## src/rtl/i2cs_pkg.sv

```systemverilog
// Shared types and constants for the I2C memory slave engine.
// Assumes: control codes are fixed by the bus protocol of the memory.
package i2cs_pkg;
    typedef enum logic [2:0] {
        ST_IDLE,
        ST_CTRL,
        ST_AHI,
        ST_ALO,
        ST_WDAT,
        ST_RDAT
    } eng_state_t;

    localparam logic [3:0] CODE_ARRAY = 4'b1010;
    localparam logic [3:0] CODE_AUX   = 4'b1011;
endpackage

```

## src/rtl/i2cs_busmon.sv

```systemverilog
// Bus monitor: synchronises SCL and SDA into the clock domain and
// reports edges of SCL plus START and STOP events.
// Assumes: the system clock is several times faster than SCL; STAGES >= 2.
module i2cs_busmon #(
    parameter int STAGES = 2
) (
    input  logic clk,
    input  logic rst_n,
    input  logic scl_i,
    input  logic sda_i,
    output logic scl_s,
    output logic sda_s,
    output logic scl_rise,
    output logic scl_fall,
    output logic start_ev,
    output logic stop_ev
);
    logic [STAGES-1:0] scl_ff, sda_ff;
    logic              scl_d, sda_d;

    // synchronizer chains plus one history stage, idle bus is high
    always_ff @(posedge clk) begin
        if (!rst_n) begin
            scl_ff <= '1;
            sda_ff <= '1;
            scl_d  <= 1'b1;
            sda_d  <= 1'b1;
        end else begin
            scl_ff <= {scl_ff[STAGES-2:0], scl_i};
            sda_ff <= {sda_ff[STAGES-2:0], sda_i};
            scl_d  <= scl_ff[STAGES-1];
            sda_d  <= sda_ff[STAGES-1];
        end
    end

    // event decode from current and previous synchronised levels
    always_comb begin
        scl_s    = scl_ff[STAGES-1];
        sda_s    = sda_ff[STAGES-1];
        scl_rise = scl_s & ~scl_d;
        scl_fall = ~scl_s & scl_d;
        start_ev = scl_s & scl_d & sda_d & ~sda_s;
        stop_ev  = scl_s & scl_d & ~sda_d & sda_s;
    end
endmodule

```

## src/rtl/i2cs_ptr.sv

```systemverilog
// Shared address pointer: loaded from the address bytes, stepped
// linearly on reads (array wrap at ARRAY_AW bits) or inside a page on writes.
// Assumes: load has priority; the step requests never coincide with load.
module i2cs_ptr #(
    parameter int ADDR_W   = 16,
    parameter int ARRAY_AW = 14,
    parameter int PAGE_AW  = 6
) (
    input  logic              clk,
    input  logic              rst_n,
    input  logic              load,
    input  logic [ADDR_W-1:0] load_val,
    input  logic              step_seq,
    input  logic              step_page,
    input  logic              wrap_array,
    output logic [ADDR_W-1:0] ptr
);
    localparam logic [ADDR_W-1:0] ARRAY_MASK = ADDR_W'((64'd1 << ARRAY_AW) - 64'd1);

    logic [ADDR_W-1:0] seq_next, page_next;

    // next values for the two stepping modes
    always_comb begin
        seq_next  = wrap_array ? ((ptr + 1'b1) & ARRAY_MASK) : (ptr + 1'b1);
        page_next = {ptr[ADDR_W-1:PAGE_AW], ptr[PAGE_AW-1:0] + 1'b1};
    end

    // pointer register
    always_ff @(posedge clk) begin
        if (!rst_n)         ptr <= '0;
        else if (load)      ptr <= load_val;
        else if (step_seq)  ptr <= seq_next;
        else if (step_page) ptr <= page_next;
    end
endmodule

```

## src/rtl/i2c_mem_slave.sv

```systemverilog
// I2C slave protocol engine for a serial memory: control-byte decode,
// address load, write strobes with STOP commit, and current, random and
// sequential reads from a combinational read port.
// Assumes: rd_data is valid in the cycle after rd_addr/rd_space change;
// busy_i comes from the write sequencer in the same clock domain.
module i2c_mem_slave #(
    parameter int         ADDR_W   = 16,
    parameter int         ARRAY_AW = 14,
    parameter int         PAGE_AW  = 6,
    parameter int         STAGES   = 2,
    parameter logic [2:0] DEV_SEL  = 3'b000
) (
    input  logic              clk,
    input  logic              rst_n,
    input  logic              scl_i,
    input  logic              sda_i,
    input  logic              busy_i,
    output logic              sda_oe,
    output logic [ADDR_W-1:0] rd_addr,
    output logic              rd_space,
    input  logic [7:0]        rd_data,
    output logic              wr_valid,
    output logic              wr_space,
    output logic [ADDR_W-1:0] wr_addr,
    output logic [7:0]        wr_data,
    output logic              wr_stop
);
    import i2cs_pkg::*;

    localparam int AHI_W = ADDR_W - 8;

    logic              scl_s, sda_s, scl_rise, scl_fall, start_ev, stop_ev;
    eng_state_t        state;
    logic [3:0]        bitcnt;
    logic [7:0]        shreg;
    logic [AHI_W-1:0]  addr_hi;
    logic              space, is_rd, mack, rd_pend, wr_seen, oe;
    logic              sel_ok, ptr_load, step_seq, step_page;
    logic [ADDR_W-1:0] ptr;

    i2cs_busmon #(.STAGES(STAGES)) u_mon (
        .clk(clk), .rst_n(rst_n), .scl_i(scl_i), .sda_i(sda_i),
        .scl_s(scl_s), .sda_s(sda_s), .scl_rise(scl_rise), .scl_fall(scl_fall),
        .start_ev(start_ev), .stop_ev(stop_ev)
    );

    i2cs_ptr #(.ADDR_W(ADDR_W), .ARRAY_AW(ARRAY_AW), .PAGE_AW(PAGE_AW)) u_ptr (
        .clk(clk), .rst_n(rst_n), .load(ptr_load), .load_val({addr_hi, shreg}),
        .step_seq(step_seq), .step_page(step_page), .wrap_array(~space), .ptr(ptr)
    );

    // control-byte match and pointer control requests
    always_comb begin
        sel_ok    = ((shreg[7:4] == CODE_ARRAY) || (shreg[7:4] == CODE_AUX))
                    && (shreg[3:1] == DEV_SEL) && !busy_i;
        ptr_load  = scl_fall && (bitcnt == 4'd8) && (state == ST_ALO);
        step_page = scl_fall && (bitcnt == 4'd8) && (state == ST_WDAT);
        step_seq  = (!start_ev && !stop_ev && scl_rise && (state == ST_RDAT)
                     && (bitcnt == 4'd8) && !sda_s)
                    || (stop_ev && rd_pend);
    end

    // protocol sequencer: bit counting, ACK, transmit and write strobes
    always_ff @(posedge clk) begin
        if (!rst_n) begin
            state    <= ST_IDLE;
            bitcnt   <= '0;
            shreg    <= '0;
            addr_hi  <= '0;
            space    <= 1'b0;
            is_rd    <= 1'b0;
            mack     <= 1'b0;
            rd_pend  <= 1'b0;
            wr_seen  <= 1'b0;
            oe       <= 1'b0;
            wr_valid <= 1'b0;
            wr_space <= 1'b0;
            wr_addr  <= '0;
            wr_data  <= '0;
            wr_stop  <= 1'b0;
        end else begin
            wr_valid <= 1'b0;
            wr_stop  <= 1'b0;
            if (start_ev) begin
                state   <= ST_CTRL;
                bitcnt  <= '0;
                oe      <= 1'b0;
                rd_pend <= 1'b0;
                wr_seen <= 1'b0;
            end else if (stop_ev) begin
                state   <= ST_IDLE;
                oe      <= 1'b0;
                rd_pend <= 1'b0;
                wr_seen <= 1'b0;
                wr_stop <= wr_seen;
            end else if (state != ST_IDLE) begin
                if (scl_rise) begin
                    if (bitcnt < 4'd8 && state != ST_RDAT) shreg <= {shreg[6:0], sda_s};
                    if (bitcnt == 4'd8 && state == ST_RDAT) mack <= ~sda_s;
                    bitcnt <= bitcnt + 4'd1;
                end
                if (scl_fall) begin
                    if (bitcnt == 4'd8) begin
                        unique case (state)
                            ST_CTRL: begin
                                if (sel_ok) begin
                                    oe    <= 1'b1;
                                    space <= shreg[4];
                                    is_rd <= shreg[0];
                                end else begin
                                    state <= ST_IDLE;
                                end
                            end
                            ST_AHI: begin
                                addr_hi <= shreg[AHI_W-1:0];
                                oe      <= 1'b1;
                                state   <= ST_ALO;
                            end
                            ST_ALO: begin
                                oe    <= 1'b1;
                                state <= ST_WDAT;
                            end
                            ST_WDAT: begin
                                oe       <= 1'b1;
                                wr_valid <= 1'b1;
                                wr_data  <= shreg;
                                wr_addr  <= ptr;
                                wr_space <= space;
                                wr_seen  <= 1'b1;
                            end
                            ST_RDAT: oe <= 1'b0;
                            default: oe <= 1'b0;
                        endcase
                    end else if (bitcnt == 4'd9) begin
                        bitcnt <= '0;
                        if ((state == ST_CTRL && is_rd) || (state == ST_RDAT && mack)) begin
                            state <= ST_RDAT;
                            shreg <= rd_data;
                            oe    <= ~rd_data[7];
                        end else if (state == ST_RDAT) begin
                            state   <= ST_IDLE;
                            oe      <= 1'b0;
                            rd_pend <= 1'b1;
                        end else begin
                            if (state == ST_CTRL) state <= ST_AHI;
                            oe <= 1'b0;
                        end
                    end else if (state == ST_RDAT && bitcnt != 4'd0) begin
                        shreg <= {shreg[6:0], 1'b0};
                        oe    <= ~shreg[6];
                    end
                end
            end
        end
    end

    // port mapping of internal state
    always_comb begin
        sda_oe   = oe;
        rd_addr  = ptr;
        rd_space = space;
    end
endmodule

```

## config.mk

```make
export PLATFORM = sky130hd
export DESIGN_NAME = i2c_mem_slave
export DESIGN_NICKNAME = d
export VERILOG_FILES = /design/src/rtl/i2cs_pkg.sv /design/src/rtl/i2cs_busmon.sv /design/src/rtl/i2cs_ptr.sv /design/src/rtl/i2c_mem_slave.sv
export SDC_FILE = /design/constraint.sdc
export NUM_CORES = 1
export LEC_CHECK = 0
export BUFFER_PORTS_ARGS = -buffer_cell sky130_fd_sc_hd__buf_2
export CAP_MARGIN = 0
export CORE_MARGIN = 5
export CORE_UTILIZATION = 45
export DETAILED_ROUTE_END_ITERATION = 16
export PLACE_DENSITY_LB_ADDON = 0.2
export RECOVER_POWER = 100
export SLEW_MARGIN = 20
export SYNTH_ARGS = -nofsm -noshare
export SYNTH_HDL_FRONTEND = slang
export SYNTH_SLANG_ARGS = --single-unit
```

## constraint.sdc

```tcl
create_clock -name clk -period 2.9 [get_ports clk]
set_input_delay 0.29 -clock clk [delete_from_list [all_inputs] [get_ports clk]]
set_output_delay 0.29 -clock clk [all_outputs]
set_load 0.005 [all_outputs]
```

==> implementation parameters <==
Parameter                              Value

Yosys
  Area share of the leading cell type in the synthesized netlist ... 0.414
  Syn Std Cell Area ... 3770 sq um
  Mean instance size in the synthesized netlist ... 8.17 sq um
  Sequential element share of the synthesized area ... 0.414
  Post-synth cell types ... 62
  EDFF count, synth ... 0
  Net count of the mapped netlist ... 479
  Post-synth top flop ... dfxtp_1
  Most area-consuming cells after synthesis ... dfxtp_1 (41%), a21oi_1 (8.0%), nand2_1 (8.0%), nor2_1 (2.9%), mux2i_1 (2.7%)
  Register bit count reported by yosys ... 78
  Total of warnings raised by yosys ... 0
  Number of instances in the synthesized netlist ... 462
  Async set-or-reset flop fraction in the synthesized netlist ... 0
  Cell taking the most area after synthesis ... dfxtp_1

Pwr
  Share of power burned in the clock network ... 0.439
  Largest voltage drop on the vdd net ... 258 uV
  Net switching fraction of the power ... 0.236
  Switching power ... 495 uW
  Part of the total power dissipated in combinational logic ... 0.037
  Cell-internal power ... 1600 uW
  Power per cell area ... 487 nW/um^2
  Seq pwr share ... 0.524
  Leakage ... 0.00148 uW

Setup path
  Path depth of the worst reg2reg path ... 7
  Critical path's largest stage delay ... 0.85 ns
  Arrival time of the worst setup path ... 2.79 ns
  Req. time, crit path ... 3.18 ns
  Endpoint of the lowest-slack register-to-register path ... u_ptr.ptr[8]
  Launching point of the worst reg2reg path ... bitcnt[0]
  Critical Path Start Type ... register
  Sequence of cells on the critical path ... inv_1 > ha_1 > nand3b_4 > or4_1 > a2111oi_4 > xnor2_1 > a211oi_2
  Worst path slowest cell ... or4_1
  Kind of end point of the critical path ... register
  Worst Path Class, Setup ... reg -> reg
  R2R Setup Slk ... 0.39 ns
  Biggest fanout along the worst timing path ... 13

CTS
  Post-CTS Hold Fix Bufs ... 0
  CTS tree ... yes
  CTS H-tree depth ... 3
  Clock Root Buffer ... clkbuf_8
  Clock edge transition at the registers on the reported setup and hold paths ... 0.08 ns
  Cts bufs inserted ... 9
  Count of buffers added by post-CTS timing repair for setup ... 0
  Number of buffers on the longest clock path ... 2
  Post-cts sizing count ... 0
  Clk_lat worst skew ... 0.35 ns
  Clk sink count ... 78

Worst hold path
  Origin of the worst min-delay path ... scl_i
  WHS Endpoint ... u_mon.scl_ff[0]
  Hold Crit Class ... in -> reg
  Worst hold path stage count ... 2

Global route
  Maximum number of pins on one net before global-route repair ... 31
  Global-route usage over all layers ... 0.204
  Sum of overflow across all layers after global routing ... 0
  Wire length of the first global-routing pass ... 16,900 microns
  Vias in the first global route ... 3,343
  Initial antenna violation count ... 0

Placed design
  Routability congestion estimate ... 0.854
  Port buffer count ... 57
  Placement-stage cell area ... 4130 sq um
  Placed wire-length estimate ... 7120 microns
  Cells after DPL ... 603

Die
  Top Ports ... 58
  Die Area ... 10,300 sq um
  Effective utilization at floorplan ... 0.462
  Die width ... 102 microns
  Die Height ... 102 microns
  Core Region ... 8180 sq um
  Cell Rows ... 33

Detailed routing
  Number of optimization iterations in the first detailed-route pass ... 5
  DRC Markers ... 0
  Drt wl/cell ... 16.4 microns
  Initial detailed-routing violation count ... 254
  Overall via count from detail_route ... 3,541
  Number of nets still failing antenna checks after routing ... 0
  Final routed wirelength across all metal layers ... 10,200 microns
  Via-to-Cell Ratio ... 5.72

STA
  Layout Skew ... 0.00880 ns
  Hold violation total from the final report ... 0
  Slew headroom ... 0.315
  RSZ-0062 raised after global routing ... no
  Setup_tns ... 0 ns
  Final Max Slew Viols ... 0
  Worst hold-check slack ... 0.109 ns
  Actual transition at the worst max-transition pin ... 1.02 ns
  Max frequency ... 399 MHz
  Portion of the clock cycle consumed by the worst path in the final layout ... 0.865
  Final setup violating endpoints ... 0
  Time the final worst path needs with I/O delays and setup ... 2.51 ns

Final layout
  Final Non-Filler Cells ... 619
  Final core utilization ... 0.526
  Number of diodes ... 0
  Area of all placed cells without fillers ... 4300 sq um
  Area growth syn-to-layout ... 13.9%
  Net total in the final layout ... 526
  Share of cells above drive strength 1 ... 0.130
  Fill count ... 820

Run
  Count of maximum capacitance violations ... 0

Status
  Result of the run ... finished, final reports clean
[logic make-up (layout without fill, tap and decap cells)]
family          Yosys count  count (layout)  synth area share
simple gates            188             188             0.251
fa+ha+maj                 4               4            0.0133
compound gates          129             129             0.222
mux                      10              10            0.0265
flops                    78              78             0.414
xor+xnor                 12              12            0.0279
buf+inv                  41              93            0.0461
[routing by layer]
| layer | GRT usage | wire length, microns |
|---|---|---|
| met1 | 0.283 | 4830 |
| met2 | 0.319 | 4630 |
| met3 | 0.0310 | 560 |
| met4 | 0.0767 | 146 |
| met5 | 0 | 0 |
[sequential cells by signal (all words and copies together), names as in the netlist, 3 cells and up]
signal / flops
addr_hi: 8
bitcnt: 4
shreg: 8
state: 3
u_ptr.ptr: 16
wr_addr: 16
wr_data: 8
[through the flow]
| step | worst slack, ns | power [uW] |
|---|---|---|
| after floorplan | 0.892 | 1170 |
| after global placement | 0.690 | 1200 |
| after detailed placement | 0.654 | 1200 |
| after CTS | 0.624 | 2110 |
| after global routing | 0.199 | 2160 |
| final | 0.391 | 2090 |
[critical path: cells and delay by family (launching register included)]
kind,cells,cell delay (ns)
compound gates,2,0.61
xor+xnor,1,0.12
fa+ha+maj,1,0.23
buf+inv,1,0.07
flops,1,0.36
simple gates,2,1.03
[layout make-up]
class                      count  area (sq um)  share of cell area
clock inverter                 6          92.6              0.0215
timing repair buffer          66           314              0.0731
clock buffer                  10           128              0.0297
tap                          105           131              0.0306
multi-input combinational    343          2030               0.472
sequential                    78          1560               0.363
inverter                      11          41.3             0.00961
[cells in the mapped netlist, types with 3 or more instances]
library cell,number
nand2b_1,10
a21oi_1,60
nor2_1,29
nand3_1,13
dfxtp_1,78
ha_1,4
a31oi_1,4
nor3_1,9
a22oi_1,10
nor4_1,8
xnor2_1,6
o21ai_0,17
nand2_1,80
xor2_1,6
a32oi_1,4
a211oi_1,5
o211ai_1,4
buf_2,4
nor3b_1,4
nand4_1,10
o22a_1,6
mux2i_1,10
clkbuf_1,21
inv_1,10
nor3_2,3
[power groups by stage]
| stage | clock, uW | sequential [uW] | combinational [uW] |
|---|---|---|---|
| 2_1_floorplan | 0 | 1110 | 59.9 |
| 3_3_place_gp | 0 | 1120 | 77.1 |
| 3_5_place_dp | 0 | 1120 | 77.9 |
| 4_1_cts | 938 | 1100 | 77.9 |
| 5_1_grt | 971 | 1100 | 85.8 |
| 6_report | 919 | 1100 | 77.1 |
[placed cells by master (no fill, tap or decap), drive strengths merged, types with 5 or more instances in the layout]
cell type  instances
nand2             80
clkbuf            36
dfxtp             78
nor4               8
nand2b            11
nor3              12
a21oi             60
nand3             13
inv               13
o22a               6
xnor2              6
mux2i             10
a211oi             7
nor2              29
a31oi              5
xor2               6
a22oi             10
buf               40
nand4             10
o21ai             17
[worst max-delay path by stage]
| stage | from | to | depth (start not counted) |
|---|---|---|---|
| floorplan | bitcnt[0] | u_ptr.ptr[5] | 9 |
| CTS | bitcnt[0] | u_ptr.ptr[8] | 7 |
| global route | state[2] | shreg[5] | 5 |
| global placement | bitcnt[0] | u_ptr.ptr[8] | 7 |
| finish | bitcnt[0] | u_ptr.ptr[8] | 7 |
| detailed placement | bitcnt[0] | u_ptr.ptr[8] | 7 |
(Power assumes the default switching activity.)
